$ cat config.mk
export PLATFORM = sky130hd
export DESIGN_NAME = dual_tree_barrier
export DESIGN_NICKNAME = d
export VERILOG_FILES = /design/src/rtl/dtb_pkg.sv /design/src/rtl/dtb_and_tree.sv /design/src/rtl/dtb_port.sv /design/src/rtl/dual_tree_barrier.sv
export SDC_FILE = /design/constraint.sdc
export NUM_CORES = 1
export LEC_CHECK = 0
export ABC_AREA = 1
export BUFFER_PORTS_ARGS = -buffer_cell sky130_fd_sc_hd__buf_2
export CORE_UTILIZATION = 34
export DETAILED_ROUTE_END_ITERATION = 12
export SYNTH_ARGS = -nofsm -noshare
export SYNTH_HDL_FRONTEND = slang
export SYNTH_SLANG_ARGS = --single-unit
$ cat constraint.sdc
create_clock -name clk -period 2.1 [get_ports clk]
set_input_delay 0.42 -clock clk [delete_from_list [all_inputs] [get_ports clk]]
set_output_delay 0.42 -clock clk [all_outputs]
set_load 0.02 [all_outputs]
$ cat src/rtl/dtb_pkg.sv
package dtb_pkg;

  // Flags an arrival raises: the tree picked by phase goes high, the other clears.
  function automatic logic [1:0] arrival_flags(input logic phase);
    return phase ? 2'b10 : 2'b01;
  endfunction

  // A processor outside the participant set reads as permanently arrived.
  function automatic logic tree_leaf(input logic flag, input logic member);
    return flag | ~member;
  endfunction

  // Number of reduction levels for an n-input tree.
  function automatic int tree_levels(input int n);
    return (n > 1) ? $clog2(n) : 0;
  endfunction

endpackage

$ cat src/rtl/dtb_and_tree.sv
module dtb_and_tree
  import dtb_pkg::*;
#(
  parameter int N = 8
) (
  input  logic [N-1:0] leaf,
  output logic         all_set
);
  localparam int LV = tree_levels(N);
  localparam int W  = 1 << LV;

  for (genvar l = 0; l <= LV; l++) begin : g_lvl
    logic [(W>>l)-1:0] v;
    if (l == 0) begin : g_leaf
      for (genvar j = 0; j < W; j++) begin : g_pad
        if (j < N) begin : g_real
          assign v[j] = leaf[j];
        end else begin : g_fill
          assign v[j] = 1'b1;
        end
      end
    end else begin : g_red
      for (genvar j = 0; j < (W >> l); j++) begin : g_node
        assign v[j] = g_lvl[l-1].v[2*j] & g_lvl[l-1].v[2*j+1];
      end
    end
  end

  assign all_set = g_lvl[LV].v[0];
endmodule

$ cat src/rtl/dtb_port.sv
module dtb_port
  import dtb_pkg::*;
(
  input  logic       clk,
  input  logic       rst_n,
  input  logic       arrive,
  input  logic [1:0] tree_full,
  output logic [1:0] flag_o,
  output logic       release_o,
  output logic       phase_o,
  output logic       accept_o,
  output logic       fire_o
);
  logic busy_q;

  // Arrival counts only when not already waiting.
  assign accept_o = arrive & ~busy_q;
  // Completion of the tree this processor waits on.
  assign fire_o   = busy_q & tree_full[phase_o];

  always_ff @(posedge clk) begin
    if (!rst_n) begin
      busy_q    <= 1'b0;
      release_o <= 1'b0;
      phase_o   <= 1'b0;
      flag_o    <= 2'b00;
    end else if (accept_o) begin
      busy_q    <= 1'b1;
      release_o <= 1'b0;                  // drops at own next arrival
      flag_o    <= arrival_flags(phase_o);
    end else if (fire_o) begin
      busy_q    <= 1'b0;
      release_o <= 1'b1;                  // registered completion
      phase_o   <= ~phase_o;
    end
  end
endmodule

$ cat src/rtl/dual_tree_barrier.sv
module dual_tree_barrier
  import dtb_pkg::*;
#(
  parameter int N = 8
) (
  input  logic         clk,
  input  logic         rst_n,
  input  logic [N-1:0] arrive,
  input  logic [N-1:0] part_mask,
  output logic [N-1:0] release_o,
  output logic [N-1:0] phase_o
);
  logic [N-1:0] leaf_a;
  logic [N-1:0] leaf_b;
  logic [N-1:0] accept;
  logic [N-1:0] fire;
  logic [1:0]   tree_full;

  for (genvar i = 0; i < N; i++) begin : g_proc
    logic [1:0] fl;
    dtb_port u_port (
      .clk       (clk),
      .rst_n     (rst_n),
      .arrive    (arrive[i]),
      .tree_full (tree_full),
      .flag_o    (fl),
      .release_o (release_o[i]),
      .phase_o   (phase_o[i]),
      .accept_o  (accept[i]),
      .fire_o    (fire[i])
    );
    assign leaf_a[i] = tree_leaf(fl[0], part_mask[i]);
    assign leaf_b[i] = tree_leaf(fl[1], part_mask[i]);
  end

  dtb_and_tree #(.N(N)) u_tree_a (.leaf(leaf_a), .all_set(tree_full[0]));
  dtb_and_tree #(.N(N)) u_tree_b (.leaf(leaf_b), .all_set(tree_full[1]));
endmodule

==> results_dict.tcl <==
set metrics [dict create \
    finalSetupTns_ps 0 \
    firstDrtPassIters 5 \
    cts_tree "built" \
    synth_nets 301 \
    cts_resized 0 \
    avgSynthCellArea_sq_um 6.72 \
    slew_headroom_pct 48.2 \
    yosysWarnings 0 \
    pin_count 34 \
    grt_start_max_net_pins 25 \
    startpoint_type "flip-flop" \
    drc 0 \
    status "finished clean" \
    drt-initial-drc-count 58 \
    die_w_um 76.8 \
    postSynthCellCount 283 \
    power.leakage_nw 1.03 \
    die_y_um 76.8 \
    ff2ff_path_depth 9 \
    cp_slowest_stage_delay_ps 310 \
    worstSetupPathType "flip-flop to flip-flop" \
    wire_per_inst_um 9.78 \
    grt_antenna_before_repair 0 \
    final_common_cell "nand2_1" \
    path_cells "inv_1 > nand2_1 > nand2_1 > nor2_1 > nand2_2 > inv_2 > nand3_1 > nand2_1 > nor2_1" \
    hold_path.class "flip-flop to flip-flop" \
    rows 26 \
    critPathLaunch "g_proc[6].u_port.flag_o[1]" \
    finClkSkew_ps 5.36 \
    yosysUniqueCellTypes 20 \
    required_ps 2250 \
    grt_setup_unrepaired "no" \
    post-route-period-util_pct 64.3 \
    clkSlewWorstSetupHoldPaths_ps 70 \
    crit_top_cell "nand2_1" \
    place_area_sq_um 2000 \
    fp.coreArea_sq_um 5240 \
    cp.arrival_ps 1500 \
    layout.cells.non_filler 373 \
    hold_viol 0 \
    overflow 0 \
    grt_pass1_wl_mm 6.46 \
    crit_fanout 10 \
    dp_cells 365 \
    portBuffers 33 \
    ys_seq_area_share_pct 42.1 \
    cts_made_buffers 5 \
    routed-via-count 1607 \
    syn2layout_area_growth_pct 10.1 \
    dieArea_sq_um 5900 \
    rr_startpoint "g_proc[6].u_port.flag_o[1]" \
    wirelength_mm 3.65 \
    post_cts_buffers 0 \
    vdd_drop_max_mv 0.292 \
    r2r-end "g_proc[6].u_port.phase_o" \
    drive_gt1_share_pct 16.2 \
    cap_violations 0 \
    final_util_pct 40.0 \
    fin_area_sq_um 2090 \
    grt_util_all_layers_pct 13.7 \
    clkLatencyLatePin_ps 290 \
    critical-path-slowest-cell "dfxtp_1" \
    crit_path_end "g_proc[6].u_port.phase_o" \
    holdBufCountCts 0 \
    routabilityCongestion 0.733 \
    ys_ff_latch 40 \
    setup_viol 0 \
    max_freq_ghz 0.741 \
    diodes 0 \
    crit_path_end_kind "flip-flop" \
    start_util_pct 36.3 \
    synthesis.area_sq_um 1900 \
    vias_per_cell 4.31 \
    layout_common_cells "nand2_1 (69), inv_1 (62), dfxtp_1 (40)" \
    tightest_slew_ps 776 \
    ant_nets 0 \
    cts-root-buf "clkbuf_8" \
    htree_levels 2 \
    grt_pass1_vias 1508 \
    ctsLongestPathBuffers 2 \
    power_density_nw_per_um2 705 \
    clock-sinks 40 \
    slew_violations 0 \
    r2r_slack_ps 750 \
    num-nets-final 320 \
    period_minus_slack_ps 1350 \
    post-dp-hpwl_mm 2.66 \
]
==> metrics by stage <==
stage               hold slack (ps)  setup WS (ps)  power [W]
floorplan                       426            914   0.000935
global placement                436            512   0.000975
detailed placement              439            495   0.000976
CTS                             450            723    0.00150
global route                    474            606    0.00156
finish                          445            750    0.00148
==> cells by family after synthesis <==
family | count (synthesis) | share of synthesized area (%)
compound gates | 42 | 12.4
simple gates | 115 | 24.8
buf+inv | 86 | 20.7
flops | 40 | 42.1
==> worst min-delay path by stage <==
| stage | from | endpoint | cells past startpoint |
|---|---|---|---|
| global route | g_proc[7].u_port.release_o | g_proc[7].u_port.release_o | 2 |
| CTS | g_proc[3].u_port.release_o | g_proc[3].u_port.release_o | 2 |
| detailed placement | g_proc[3].u_port.release_o | g_proc[3].u_port.release_o | 2 |
| floorplan | g_proc[1].u_port.release_o | g_proc[1].u_port.release_o | 2 |
| global placement | g_proc[2].u_port.release_o | g_proc[2].u_port.release_o | 2 |
| finish | g_proc[2].u_port.release_o | g_proc[2].u_port.release_o | 2 |
==> cells in the mapped netlist <==
cell       n  area (sq um)
nand2_1   69           259
inv_1     62           233
dfxtp_1   40           801
nor2_1    24          90.1
a21oi_1   16          80.1
buf_4     16           120
nand3_1   15          75.1
a211oi_1   8          60.1
o21ai_0    8          40.0
o21ai_1    8          40.0
nand2_2    4          25.0
buf_2      3          15.0
inv_2      2          7.51
nor2_2     2          12.5
a21oi_2    1          8.76
a31oi_1    1          6.26
buf_6      1          11.3
clkbuf_1   1          3.75
clkinv_1   1          3.75
nand3_2    1          10.0
==> per-layer routing <==
layer  up-vias  wire (um)  track usage (%)
met5         -          0                0
met4         0         49             5.19
met3         6        267             5.12
met2        37       1600             22.4
met1       689       1740             16.3
li1        875          -                -
==> cell type report <==
class,instances,area [sq um]
clock buffer,8,90.1
fill,587,3140
inverter,65,244
multi-input combinational,157,707
sequential,40,801
tap,70,87.6
timing repair buffer,33,165
==> power by group <==
part	internal (W)	switching (W)	leakage (nW)
combinational	0.0000528	0.0000932	0.660
sequential	0.000792	0.0000189	0.328
clock	0.000268	0.000253	0.0455
total	0.00111	0.000365	1.03
==> flip-flops by register name (all words and copies together), names as in the netlist <==
register / flops
g_proc.u_port.release_o: 8
g_proc.u_port.phase_o: 8
g_proc.u_port.busy_q: 8
g_proc.u_port.flag_o: 16
==> worst max-delay path: cells and delay by family, from the launching register on <==
family | cells | cell delay (ps)
DFF | 1 | 310
buffers and inverters | 2 | 250
and+or+nand+nor | 7 | 650
(Power assumes the default switching activity.)
